--- src/rtl/cpi_pkg.sv ---
package cpi_pkg;
  localparam int DIGITS = 3;
  localparam int VAL_W  = 4 * DIGITS;

  function automatic logic [6:0] hex_to_seg(input logic [3:0] nib);
    logic [6:0] s;
    case (nib)
      4'h0: s = 7'h3F;  4'h1: s = 7'h06;  4'h2: s = 7'h5B;  4'h3: s = 7'h4F;
      4'h4: s = 7'h66;  4'h5: s = 7'h6D;  4'h6: s = 7'h7D;  4'h7: s = 7'h07;
      4'h8: s = 7'h7F;  4'h9: s = 7'h6F;  4'hA: s = 7'h77;  4'hB: s = 7'h7C;
      4'hC: s = 7'h39;  4'hD: s = 7'h5E;  4'hE: s = 7'h79;  default: s = 7'h71;
    endcase
    return s;
  endfunction
endpackage

--- src/rtl/cpi_window.sv ---
module cpi_window #(
  parameter int WIN_LOG2 = 20
) (
  input  logic              clk,
  input  logic              rst_n,
  input  logic              retire_i,
  output logic              win_valid_o,
  output logic [WIN_LOG2:0] win_count_o
);
  logic [WIN_LOG2-1:0] cyc_q;
  logic [WIN_LOG2:0]   inst_q;
  logic                last_cyc;

  assign last_cyc = &cyc_q;

  always_ff @(posedge clk) begin
    if (!rst_n) begin
      cyc_q       <= '0;
      inst_q      <= '0;
      win_valid_o <= 1'b0;
      win_count_o <= '0;
    end else begin
      cyc_q       <= cyc_q + 1'b1;
      win_valid_o <= last_cyc;
      if (last_cyc) begin
        win_count_o <= inst_q + {{WIN_LOG2{1'b0}}, retire_i};
        inst_q      <= '0;
      end else begin
        inst_q <= inst_q + {{WIN_LOG2{1'b0}}, retire_i};
      end
    end
  end

  AST_COUNT_BOUND: assert property (@(posedge clk) disable iff (!rst_n)
    win_valid_o |-> (win_count_o <= ((WIN_LOG2+1)'(1) << WIN_LOG2)));
endmodule

--- src/rtl/cpi_divider.sv ---
module cpi_divider #(
  parameter int WIN_LOG2 = 20,
  parameter int OUT_W    = 12
) (
  input  logic              clk,
  input  logic              rst_n,
  input  logic              in_valid_i,
  output logic              in_ready_o,
  input  logic [WIN_LOG2:0] divisor_i,
  output logic              out_valid_o,
  output logic [OUT_W-1:0]  result_o
);
  localparam int CW = WIN_LOG2 + 1;
  localparam int SW = $clog2(WIN_LOG2 + 2);
  localparam logic [CW-1:0] OUT_MAX = CW'((1 << OUT_W) - 1);

  logic [CW-1:0] dvs_q, dvd_q, rem_q, quo_q, rem_nxt, quo_nxt;
  logic [SW-1:0] step_q;
  logic          busy_q, fits;
  logic [CW:0]   trial, diff;

  assign trial      = {rem_q, dvd_q[CW-1]};
  assign fits       = trial >= {1'b0, dvs_q};
  assign diff       = trial - {1'b0, dvs_q};
  assign rem_nxt    = fits ? diff[CW-1:0] : trial[CW-1:0];
  assign quo_nxt    = {quo_q[CW-2:0], fits};
  assign in_ready_o = !busy_q;

  always_ff @(posedge clk) begin
    if (!rst_n) begin
      dvs_q <= '0; dvd_q <= '0; rem_q <= '0; quo_q <= '0;
      step_q <= '0; busy_q <= 1'b0; out_valid_o <= 1'b0; result_o <= '0;
    end else begin
      out_valid_o <= 1'b0;
      if (in_valid_i && !busy_q) begin
        dvs_q <= divisor_i;
        quo_q <= '0;
        if (divisor_i == '0) begin
          result_o    <= '1;
          out_valid_o <= 1'b1;
        end else begin
          busy_q <= 1'b1;
          rem_q  <= '0;
          dvd_q  <= CW'(1) << WIN_LOG2;
          step_q <= '0;
        end
      end else if (busy_q) begin
        rem_q  <= rem_nxt;
        quo_q  <= quo_nxt;
        dvd_q  <= dvd_q << 1;
        step_q <= step_q + 1'b1;
        if (step_q == SW'(WIN_LOG2)) begin
          busy_q      <= 1'b0;
          out_valid_o <= 1'b1;
          result_o    <= (quo_nxt > OUT_MAX) ? '1 : quo_nxt[OUT_W-1:0];
        end
      end
    end
  end

  logic [2*CW-1:0] prod_lo, prod_hi, dividend_w;
  always_comb begin
    prod_lo    = (2*CW)'(quo_q) * (2*CW)'(dvs_q);
    prod_hi    = prod_lo + (2*CW)'(dvs_q);
    dividend_w = (2*CW)'(1) << WIN_LOG2;
  end

  AST_QUOTIENT_EXACT: assert property (@(posedge clk) disable iff (!rst_n)
    (out_valid_o && dvs_q != '0) |-> (prod_lo <= dividend_w && prod_hi > dividend_w));
  AST_SATURATE: assert property (@(posedge clk) disable iff (!rst_n)
    (out_valid_o && dvs_q != '0 && quo_q > OUT_MAX) |-> (result_o == '1));
endmodule

--- src/rtl/cpi_display.sv ---
module cpi_display
  import cpi_pkg::*;
#(
  parameter int REFRESH_DIV = 33333,
  parameter int BLINK_HALF  = 25000000
) (
  input  logic             clk,
  input  logic             rst_n,
  input  logic [VAL_W-1:0] value_i,
  input  logic             err_active_i,
  output logic [6:0]       seg_n_o,
  output logic [DIGITS-1:0] an_n_o,
  output logic             blink_o
);
  localparam int PW = $clog2(REFRESH_DIV);
  localparam int BW = $clog2(BLINK_HALF);
  localparam int IW = $clog2(DIGITS);

  logic [PW-1:0]     pre_q;
  logic [BW-1:0]     blk_q;
  logic [IW-1:0]     idx_q, idx_nxt;
  logic              tick;
  logic [DIGITS-1:0] an_sel;
  logic [3:0]        nib;

  assign tick    = (pre_q == PW'(REFRESH_DIV - 1));
  assign idx_nxt = (idx_q == IW'(DIGITS - 1)) ? '0 : idx_q + 1'b1;
  assign nib     = 4'(value_i >> (4 * idx_nxt));

  for (genvar g = 0; g < DIGITS; g++) begin : g_anode
    assign an_sel[g] = (idx_nxt == IW'(g));
  end

  always_ff @(posedge clk) begin
    if (!rst_n) begin
      pre_q   <= '0;
      idx_q   <= '0;
      an_n_o  <= ~DIGITS'(1);
      seg_n_o <= ~hex_to_seg(4'h0);
    end else if (tick) begin
      pre_q   <= '0;
      idx_q   <= idx_nxt;
      an_n_o  <= ~an_sel;
      seg_n_o <= ~hex_to_seg(nib);
    end else begin
      pre_q <= pre_q + 1'b1;
    end
  end

  always_ff @(posedge clk) begin
    if (!rst_n || !err_active_i) begin
      blk_q   <= '0;
      blink_o <= 1'b0;
    end else if (blk_q == BW'(BLINK_HALF - 1)) begin
      blk_q   <= '0;
      blink_o <= !blink_o;
    end else begin
      blk_q <= blk_q + 1'b1;
    end
  end

  AST_ONE_ANODE: assert property (@(posedge clk) disable iff (!rst_n)
    $onehot(~an_n_o));
  AST_ANODE_HOLD: assert property (@(posedge clk) disable iff (!rst_n)
    (pre_q != PW'(REFRESH_DIV - 1)) |=> $stable(an_n_o));
  AST_BLINK_QUIET: assert property (@(posedge clk) disable iff (!rst_n)
    !err_active_i |=> !blink_o);
endmodule

--- src/rtl/cpi_status_monitor.sv ---
module cpi_status_monitor
  import cpi_pkg::*;
#(
  parameter int WIN_LOG2    = 20,
  parameter int REFRESH_DIV = 33333,
  parameter int BLINK_HALF  = 25000000
) (
  input  logic        clk,
  input  logic        rst_n,
  input  logic        retire_i,
  input  logic        cal_done_i,
  input  logic        boot_done_i,
  input  logic [11:0] err_code_i,
  output logic [6:0]  seg_o,
  output logic [2:0]  an_o,
  output logic [7:0]  led_o
);
  logic              win_valid, div_ready, div_valid, blink, cal_q, boot_q, err_active;
  logic [WIN_LOG2:0] win_count;
  logic [VAL_W-1:0]  div_result, cpi_q, shown;

  cpi_window #(.WIN_LOG2(WIN_LOG2)) u_window (
    .clk(clk), .rst_n(rst_n), .retire_i(retire_i),
    .win_valid_o(win_valid), .win_count_o(win_count));

  cpi_divider #(.WIN_LOG2(WIN_LOG2), .OUT_W(VAL_W)) u_divider (
    .clk(clk), .rst_n(rst_n), .in_valid_i(win_valid), .in_ready_o(div_ready),
    .divisor_i(win_count), .out_valid_o(div_valid), .result_o(div_result));

  always_ff @(posedge clk) begin
    if (!rst_n) begin
      cpi_q  <= '0;
      cal_q  <= 1'b0;
      boot_q <= 1'b0;
    end else begin
      cal_q  <= cal_done_i;
      boot_q <= boot_done_i;
      if (div_valid) cpi_q <= div_result;
    end
  end

  assign err_active = (err_code_i != '0);
  assign shown      = err_active ? err_code_i : cpi_q;

  cpi_display #(.REFRESH_DIV(REFRESH_DIV), .BLINK_HALF(BLINK_HALF)) u_display (
    .clk(clk), .rst_n(rst_n), .value_i(shown), .err_active_i(err_active),
    .seg_n_o(seg_o), .an_n_o(an_o), .blink_o(blink));

  assign led_o = {cal_q, 4'b0000, boot_q, 1'b0, blink};

  AST_NO_STALL: assert property (@(posedge clk) disable iff (!rst_n)
    win_valid |-> div_ready);
  AST_IDLE_WINDOW: assert property (@(posedge clk) disable iff (!rst_n)
    (win_valid && win_count == '0) |=> ##1 (cpi_q == 12'hFFF));
endmodule

--- config.mk ---
export PLATFORM = sky130hd
export DESIGN_NAME = cpi_status_monitor
export DESIGN_NICKNAME = d
export VERILOG_FILES = /design/src/rtl/cpi_pkg.sv /design/src/rtl/cpi_window.sv /design/src/rtl/cpi_divider.sv /design/src/rtl/cpi_display.sv /design/src/rtl/cpi_status_monitor.sv
export SDC_FILE = /design/constraint.sdc
export NUM_CORES = 1
export LEC_CHECK = 0
export BUFFER_PORTS_ARGS = -buffer_cell sky130_fd_sc_hd__clkbuf_2
export CORE_MARGIN = 2
export CORE_UTILIZATION = 67
export DETAILED_ROUTE_END_ITERATION = 16
export GPL_TIMING_DRIVEN = 0
export PLACE_DENSITY = 0.85
export RECOVER_POWER = 25
export SLEW_MARGIN = 30
export SYNTH_ARGS = -nofsm -noshare
export SYNTH_HDL_FRONTEND = slang
export SYNTH_SLANG_ARGS = --single-unit
--- constraint.sdc ---
create_clock -name clk -period 5.1 [get_ports clk]
set_input_delay 1.02 -clock clk [delete_from_list [all_inputs] [get_ports clk]]
set_output_delay 1.02 -clock clk [all_outputs]
set_load 0.1 [all_outputs]
# Word level (Yosys, flattened, before mapping)
# Memories as Yosys holds them, arrays and structs flattened.
# Cells that the tools add are included.
# classes
add_sub_neg,7
n_eq_ne,8
reduce_logical,18
n_mux,27
order_cmp,2
shift,1
n_bitwise,3
# op_table
operator,count
21-bit two-way mux,7
12-bit two-way mux,6
"25-bit by 1-bit adder with 25-bit output, second input constant",1
"25-bit equality test, second input constant",1
22-bit by 21-bit greater-or-equal comparator with 1-bit output,1
21-bit by 1-bit adder with 21-bit output,1
"21-bit by 12-bit > comparator with 1-bit output, second input constant",1
21-bit logical NOT,1
21-bit subtractor,1
"20-bit by 1-bit adder with 20-bit output, second input constant",1
20-bit AND reduction,1
"16-bit by 1-bit adder with 16-bit output, second input constant",1
"16-bit equality test, second input constant",1
5-bit two-way mux,3
7-bit two-way mux,2
12-bit nonzero test,1
12-bit by 4-bit right shift with 4-bit output,1
1-bit two-way mux,8
2-bit OR reduction,4
7-bit NOT,1
"5-bit by 1-bit adder with 5-bit output, second input constant",1
"5-bit equality test, second input constant",1
"2-bit equality test, second input constant",2
1-bit logical NOT,4
12 further kinds,14
# word_totals
word_cells,88
output_inout_bits,18
input_bits,17
mem_count,1
rom_bits,112
register_bits,233
# mem_list
memory,depth,width,read_ports,rd_ports_with_merged_regs,write_ports,line_no,text
(no name shown),16,7,1,0,0,cpi_pkg.sv:7,case (nib)

# Longest topological paths before layout
# Gate-level depths: netlist (run 1).
# An unclocked memory read counts as a cell.
# logic_depth
word_depth,7
ltp_mapped,13
ltp_nobuf,11

# Hierarchy
# A second synthesis (run 1) with hierarchy kept.
# hier_totals
cells_unflattened,1174
area_unflattened_um2,10400.0
# modules_own_cells
module,n_inst,cells_per_inst,seq_area_each_um2,area_per_inst_um2
cpi_divider,1,509,1641.6,4342.9
cpi_display,1,303,1081.0,2715.1
cpi_window,1,286,1261.2,2591.2
cpi_status_monitor,1,76,280.3,750.7

# Worst setup path after synthesis (run 1)
# No wires, ideal clock.
# synth_path
path_type,input to register
start,input port err_code_i[4]
end,register u_display.seg_n_o[6]
path_buffers,0
path_slack_ns,1.973
required_time_ns,4.981
cell_stages,10
setup_time_ns,0.119
arrival_time_ns,3.008
path_cell_list,nor4_2 nand3_2 nor2_4 a311oi_1 mux2i_1 inv_1 ha_1 mux2_2 a221oi_2 nor2_1
# synth_between
elab_chain_cells,7
# synth_rtl
element,line_no,text
"start, declared",cpi_status_monitor.sv:13,"input logic [11:0] err_code_i,"
12-bit nonzero test,cpi_status_monitor.sv:42,assign err_active = (err_code_i != '0);
12-bit two-way mux *,cpi_status_monitor.sv:43,assign shown = err_active ? err_code_i : cpi_q;
12-bit by 4-bit right shift with 4-bit output *,cpi_display.sv:28,assign nib = 4'(value_i >> (4 * idx_nxt));
memory 16 x 7 bit *,--,
7-bit two-way mux *,cpi_display.sv:40,end else if (tick) begin
7-bit two-way mux *,cpi_display.sv:35,if (!rst_n) begin
7-bit NOT *,cpi_display.sv:44,seg_n_o <= ~hex_to_seg(nib);
"end signal, assigned",cpi_display.sv:39,seg_n_o <= ~hex_to_seg(4'h0);
"end signal, assigned",cpi_display.sv:44,
"end, declared",cpi_display.sv:11,"output logic [6:0] seg_n_o,"
# Every way passes the cells marked *; elsewhere a longest branch is shown, timed or not. The select of a mux whose other input is x is not followed.
# A chain may end at the register's enable or synchronous reset.

# Worst setup path in the final report (run 1)
# layout_path
start,input port err_code_i[0]
end,register u_display.seg_n_o[6]
# The elaborated chain is that of the path after synthesis.

==> summary.md, run 1 <==
| Metric | Value |
|---|---|
| Largest net degree at the start of global routing | 14 |
| Syn. warnings | 0 |
| Status | complete, no violations |
| Routed WL per cell | 15.74 microns |
| Seq pwr share | 47.4% |
| Clk_lat worst skew | 520 ps |
| Crit share post-route | 64.35% |
| Final Hold Viols | 0 |
| Maximum VDD drop | 0.0002599 V |
| I/O Pins | 35 |
| Critical Path Fanout Max | 7 |
| Clk_skew | 17.02 ps |
| Startpoint types | input pin |
| Final antenna diode count | 0 |
| Most instantiated cells after synthesis | 213 x dfxtp_1, 189 x nor2_1, 108 x nand2_1 |
| Vias per std cell | 5.954 |
| Yosys top cell area share | 43.55% |
| Worst-path clk slew | 60 ps |
| Post-Synth Adder-Cell Area | 4.677% |
| Fin Setup TNS | 0 ps |
| Sw frac | 21.54% |
| Total track usage | 27.87% |
| Comb pwr share | 3.3% |
| CTS sink count | 213 |
| DPL Wire Length | 15110 microns |
| Starting DRT DRC Count | 637 |
| Clock share of power | 49.3% |
| Area leader, netlist | dfxtp_1 |
| Global-route wire length before repair | 36910 microns |
| Slowest-stage cell, CP | nor4_1 |
| Maximum clock path buffer count | 3 |
| Die width | 124.9 microns |
| Inserted Clock Buffers | 23 |
| Total Routed Length | 21880 microns |
| MaxCap Viol Count | 0 |
| Total leakage power | 4.156 nW |
| Die Ht | 124.9 microns |
| CP delay by family, top | simple AND/OR/NAND/NOR gates |
| Share of cells above drive strength 1 | 9.370% |
| Post-synthesis xor/xnor area fraction | 7.693% |
| Worst relative slew slack | 33.41% |
| Syn avg cell area | 8.649 sq um |
| Seq/Total Area, Yosys | 43.55% |
| Starting density of the core | 67.88% |
| Number of synthesized flops with an enable pin | 0 |
| Largest family of logic cells by synthesized area | simple AND/OR/NAND/NOR gates |
| PwrDens | 322.5 nW/um^2 |
| Grt ovf | 0 |
| CTS root buf | clkbuf_16 |
| RSZ-0062 raised after global routing | no |
| Min cycle time layout | 3282 ps |
| Yosys cell types | 68 |
| H-tree levels | 1 |
| Crit path cell chain | clkbuf_1 > nor4_1 > nand3_2 > nor2_4 > a311oi_1 > mux2i_1 > inv_1 > ha_1 > mux2_2 > a221oi_2 > nor2_1 |
| FP Rows | 44 |
| Core Region | 14420 sq um |
| Worst Hold Class | flop to flop |
| Worst Tran Pin Value | 991.2 ps |
| Util after Layout | 76.15% |
| Pre-Repair DR Iteration Count | 5 |
| Internal | 0.002779 W |
| Layout Nets | 1243 |
| Post-synthesis simple-gate area fraction | 21.88% |
| Cell count after synthesis | 1132 |
| Most common flop cell mapped by yosys | dfxtp_1 |
| Final setup violation count | 0 |
| NetSw | 0.0007628 W |
| GP Congestion | 0.8915 |
| DRC | 0 |
| CP required | 5490 ps |
| Bufs and invs on worst path | 2 |
| Most numerous cell in the Yosys netlist | dfxtp_1 |
| Mapped Area | 9791 sq um |
| Synth Register Bits | 213 |
| WS Path Type | input pin to flop |
| Initial antenna violation count | 0 |
| Critical Path Max Stage Delay | 570 ps |
| Fin. max-slew vios | 0 |
| Mux share of post-synthesis cell area | 4.435% |
| Final antenna-violating net count | 0 |
| Ys async rst share | 0% |
| Port bufs | 29 |
| Compound-Gate Fraction of Synth Area | 13.25% |
| Detailed-route via count | 8276 |
| PostCTS Resize Cnt | 0 |
| Synth top area cells | dfxtp_1 44%, nor2_1 7.2%, xor2_1 4.8%, ha_1 4.5%, nand2_1 4.1% |
| Die ar. | 15600 sq um |
| Max Clock Freq | 304.7 MHz |
| Area growth syn-to-layout | 12.18% |
| Number of global-route vias before repair | 7957 |
| CTS tree | built |
| Post-CTS setup buffer count | 0 |
| # hold bufs at CTS | 0 |
| CP endpoint kind | flop |
| WP data arrival | 3680 ps |
[power by group through the flow]
stage / Clock [W] / Sequential, W / Combinational (W)
floorplan: 0 / 0.00171 / 0.0000829
global placement: 0 / 0.00172 / 0.000111
detailed placement: 0 / 0.00172 / 0.000113
CTS: 0.00176 / 0.00168 / 0.000115
global route: 0.00183 / 0.00168 / 0.000125
finish: 0.00175 / 0.00168 / 0.000115
[cell type report]
| type | count | area (sq um) |
|---|---|---|
| plain buffers | 58 | 284.0 |
| clock buffers | 32 | 669.4 |
| clock inverters | 9 | 141.4 |
| fillers | 1035 | 3441 |
| inverters | 41 | 153.9 |
| multi-input cells | 824 | 5097 |
| flip-flops and latches | 213 | 4264 |
| well taps | 184 | 230.2 |
| repair buffers | 29 | 142.6 |
[placed cells by master (no fill, tap or decap), types with 8 or more instances in the layout]
| cell type | synthesis | layout |
|---|---|---|
| a21oi_1 | 66 | 66 |
| a222oi_1 | 17 | 17 |
| a31oi_1 | 8 | 8 |
| and2_1 | 12 | 12 |
| and3_1 | 17 | 17 |
| buf_2 | 11 | 11 |
| buf_4 | 8 | 8 |
| clkbuf_1 | 32 | 37 |
| clkbuf_16 | 0 | 23 |
| clkbuf_2 | 0 | 27 |
| dfxtp_1 | 213 | 213 |
| ha_1 | 35 | 35 |
| inv_1 | 40 | 41 |
| mux2i_1 | 40 | 40 |
| nand2_1 | 108 | 108 |
| nand3_1 | 39 | 39 |
| nand4_1 | 20 | 20 |
| nor2_1 | 189 | 189 |
| nor3_1 | 22 | 22 |
| nor4_1 | 10 | 11 |
| o21ai_0 | 34 | 34 |
| o221a_2 | 12 | 12 |
| or3_1 | 15 | 15 |
| xnor2_1 | 32 | 32 |
| xor2_1 | 54 | 54 |
[path summary, 6_finish.rpt]
check | startpoint | endpoint | slack, ps | cells after the start
max | err_code_i[0] | u_display.seg_n_o[6] | 1820 | 11
min | u_divider.dvs_q[3] | u_divider.dvs_q[3] | 460 | 2
max reg2reg | u_divider.dvd_q[20] | u_divider.rem_q[19] | 2000 | 12
min reg2reg | u_divider.dvs_q[3] | u_divider.dvs_q[3] | 460 | 2
[worst reg2reg max path: cells and delay by family (launching register included)]
kind / cells / cell delay, ps
compound gates: 4 / 1040
fa+ha+maj: 2 / 630
simple gates: 3 / 440
buf+inv: 3 / 480
flops: 1 / 380
[flip-flops by register name, summed over array words and instances (netlist names)]
name,count
u_window.win_count_o,21
u_display.pre_q,16
u_divider.result_o,12
u_window.win_valid_o,1
u_display.idx_q,2
cpi_q,12
u_divider.quo_q,20
u_divider.out_valid_o,1
u_display.an_n_o,3
u_divider.step_q,5
boot_q,1
u_display.blink_o,1
u_window.cyc_q,20
u_divider.busy_q,1
u_divider.rem_q,21
u_display.seg_n_o,7
cal_q,1
u_divider.dvd_q,1
u_display.blk_q,25
u_window.inst_q,21
u_divider.dvs_q,21
[metrics by stage]
stage,setup slack (ps),cell area [sq um],hold slack (ps),total power [W],cells
final,1818,10980,455.0,0.003542,1390
after global routing,1670,10980,484.2,0.003632,1390
after CTS,2009,10990,455.6,0.003556,1390
after detailed placement,1517,10180,447.1,0.001829,1349
after global placement,1551,10180,434.2,0.001827,1349
after floorplan,1973,9806,417.5,0.001797,1136
[cell families after synthesis]
| family | after synthesis |
|---|---|
| AO/OA/AOI/OAI | 190 |
| XOR/XNOR | 86 |
| adder cells (fa/ha/maj) | 36 |
| buffers and inverters | 99 |
| flip-flops | 213 |
| multiplexers | 43 |
| other | 1 |
| AND/OR/NAND/NOR | 464 |
[routing by layer]
metal | vias to the layer above | wire length [microns] | track usage (%)
met5 | - | 0 | 0
met4 | 0 | 697 | 10.20
met3 | 70 | 1172 | 4.253
met2 | 251 | 10330 | 47.03
met1 | 3890 | 9674 | 36.37
li1 | 4065 | - | -
Note: power is estimated with default switching activity, not from simulation.
==> run 2: changes to the inputs <==
CORE_UTILIZATION = 62   (was 67)
PLACE_DENSITY = 0.8   (was 0.85)
clock period = 3.05 ns   (was 5.1 ns; I/O delays follow)
==> summary.md, run 2 (same netlist as run 1, synthesis figures left out) <==
| Metric | Value |
|---|---|
| Status | complete, no violations |
| WP data arrival | 3380 ps |
| GRT met1 Usage | 34.39% |
| Top reg by flops | u_display.blk_q |
| Crit path cell chain | inv_1 > ha_1 > fa_2 > nand2b_1 > a211oi_2 > nor3_4 > o31a_1 > a21oi_4 > and2_1 > buf_6 > buf_6 > a222oi_1 > nor2_1 |
| Largest net degree at the start of global routing | 16 |
| Die ar. | 16810 sq um |
| CP required | 3490 ps |
| Multi-input gate area | 5141 sq um |
| Layout Nets | 1242 |
| CP endpoint kind | flop |
| Fin. max-slew vios | 0 |
| Routed WL per cell | 15.17 microns |
| Filler instances | 1177 |
| Worst-path clk slew | 60 ps |
| Port bufs | 29 |
| Clk_lat worst skew | 530 ps |
| Inserted Clock Buffers | 23 |
| # hold bufs at CTS | 0 |
| Final Hold Viols | 0 |
| Worst Hold Class | input pin to flop |
| Tot Pwr | 0.006002 W |
| Post-CTS setup buffer count | 0 |
| RSZ-0062 raised after global routing | no |
| Area growth syn-to-layout | 13.19% |
| Final setup violation count | 0 |
| Die width | 129.7 microns |
| Clock share of power | 50.0% |
| Core Region | 15310 sq um |
| Number of global-route vias before repair | 7659 |
| Total track usage | 26.00% |
| Met3 Use GR | 3.881% |
| Starting density of the core | 63.93% |
| Initial antenna violation count | 0 |
| Startpoint types | flop |
| Total leakage power | 4.162 nW |
| Detailed-route via count | 8100 |
| Min cycle time layout | 2939 ps |
| Met2 usage | 44.41% |
| Total Routed Length | 21500 microns |
| CTS root buf | clkbuf_16 |
| Final non-filler cell area | 11080 sq um |
| Clk_skew | 20.06 ps |
| WS Path Type | flop to flop |
| Final antenna diode count | 0 |
| FP Rows | 45 |
| Starting DRT DRC Count | 598 |
| Internal | 0.004700 W |
| Crit share post-route | 96.36% |
| NetSw | 0.001302 W |
| DRC | 0 |
| Vias per std cell | 5.716 |
| Critical Path Fanout Max | 10 |
| Most frequent cells in the layout | 212 x dfxtp_1, 189 x nor2_1, 108 x nand2_1, 66 x a21oi_1, 54 x xor2_1 |
| Worst relative slew slack | 40.86% |
| Max reg flops | 25 |
| CTS sink count | 213 |
| Maximum VDD drop | 0.0004687 V |
| GP Congestion | 0.8934 |
| Slowest-stage cell, CP | fa_2 |
| Global-route wire length before repair | 36060 microns |
| Worst Tran Pin Value | 880.3 ps |
| H-tree levels | 1 |
| Maximum clock path buffer count | 3 |
| Grt ovf | 0 |
| Max Clock Freq | 340.2 MHz |
| CTS tree | built |
| I/O Pins | 35 |
| Sw frac | 21.69% |
| MaxCap Viol Count | 0 |
| Comb pwr share | 3.2% |
| FF+latch area | 4265 sq um |
| Share of cells above drive strength 1 | 10.12% |
| Die Ht | 129.7 microns |
| Fin Setup TNS | 0 ps |
| Pre-Repair DR Iteration Count | 7 |
| Most common cell after layout, fill and taps aside | dfxtp_1 |
| DPL Wire Length | 15210 microns |
| Placed cell areas | 10210 sq um |
| Grt peak-use layer | met2 |
| PwrDens | 541.6 nW/um^2 |
| Critical Path Max Stage Delay | 370 ps |
| Seq pwr share | 46.8% |
| Final antenna-violating net count | 0 |
| Most used cell, CP | buf_6 |
run 2: final cells by class:
cell class / count / area share [%]
Tap cell: 211 / 2.382
Clock buffer: 26 / 5.386
Buffer: 57 / 2.574
Clock inverter: 16 / 2.089
Sequential cell: 213 / 38.49
Timing Repair Buffer: 29 / 1.298
Inverter: 41 / 1.389
Multi-Input combinational cell: 824 / 46.39
run 2: what timing repair did:
item	CTS	global route
endpoints found under the hold margin	0	0
pin swaps	1	2
setup endpoints to repair	8	13
resized for setup	4	7
run 2: metal layers:
metal | routed length (microns) | vias up
met1 | 9898 | 3791
li1 | - | 4078
met4 | 542 | 0
met3 | 915 | 50
met5 | 0 | -
met2 | 10140 | 181
run 2: worst max-delay path, delay by kind of cell (launching register included):
family | cells | cell delay (ps)
AOI/OAI and AO/OA | 4 | 990
adders and majority gates | 2 | 590
and+or+nand+nor | 4 | 590
buffers and inverters | 3 | 360
DFF | 1 | 350
run 2: worst paths after layout:
check | start | slack (ps) | endpoint | depth (start not counted)
setup / recovery | u_divider.dvd_q[20] | 110 | u_divider.rem_q[14] | 13
hold / removal | cal_done_i | 300 | cal_q | 2
setup reg to reg | u_divider.dvd_q[20] | 110 | u_divider.rem_q[14] | 13
hold reg to reg | u_divider.dvs_q[4] | 460 | u_divider.dvs_q[4] | 2
run 2: stage by stage:
step	setup slack, ps	instances	util, %	hold slack, ps
2_1_floorplan	333.0	1136	-	417.5
3_3_place_gp	-116.9	1376	66.70	442.3
3_5_place_dp	-230.3	1376	66.70	448.7
4_1_cts	36.32	1418	72.20	297.5
5_1_grt	15.46	1417	72.36	303.2
6_report	110.9	1417	72.36	302.1
run 2: power groups by stage:
stage	combinational (W)	clock [W]	sequential [W]
2_1_floorplan	0.000139	0	0.00287
3_3_place_gp	0.000187	0	0.00287
3_5_place_dp	0.000191	0	0.00287
4_1_cts	0.000193	0.00304	0.00281
5_1_grt	0.000210	0.00317	0.00281
6_report	0.000192	0.00300	0.00281
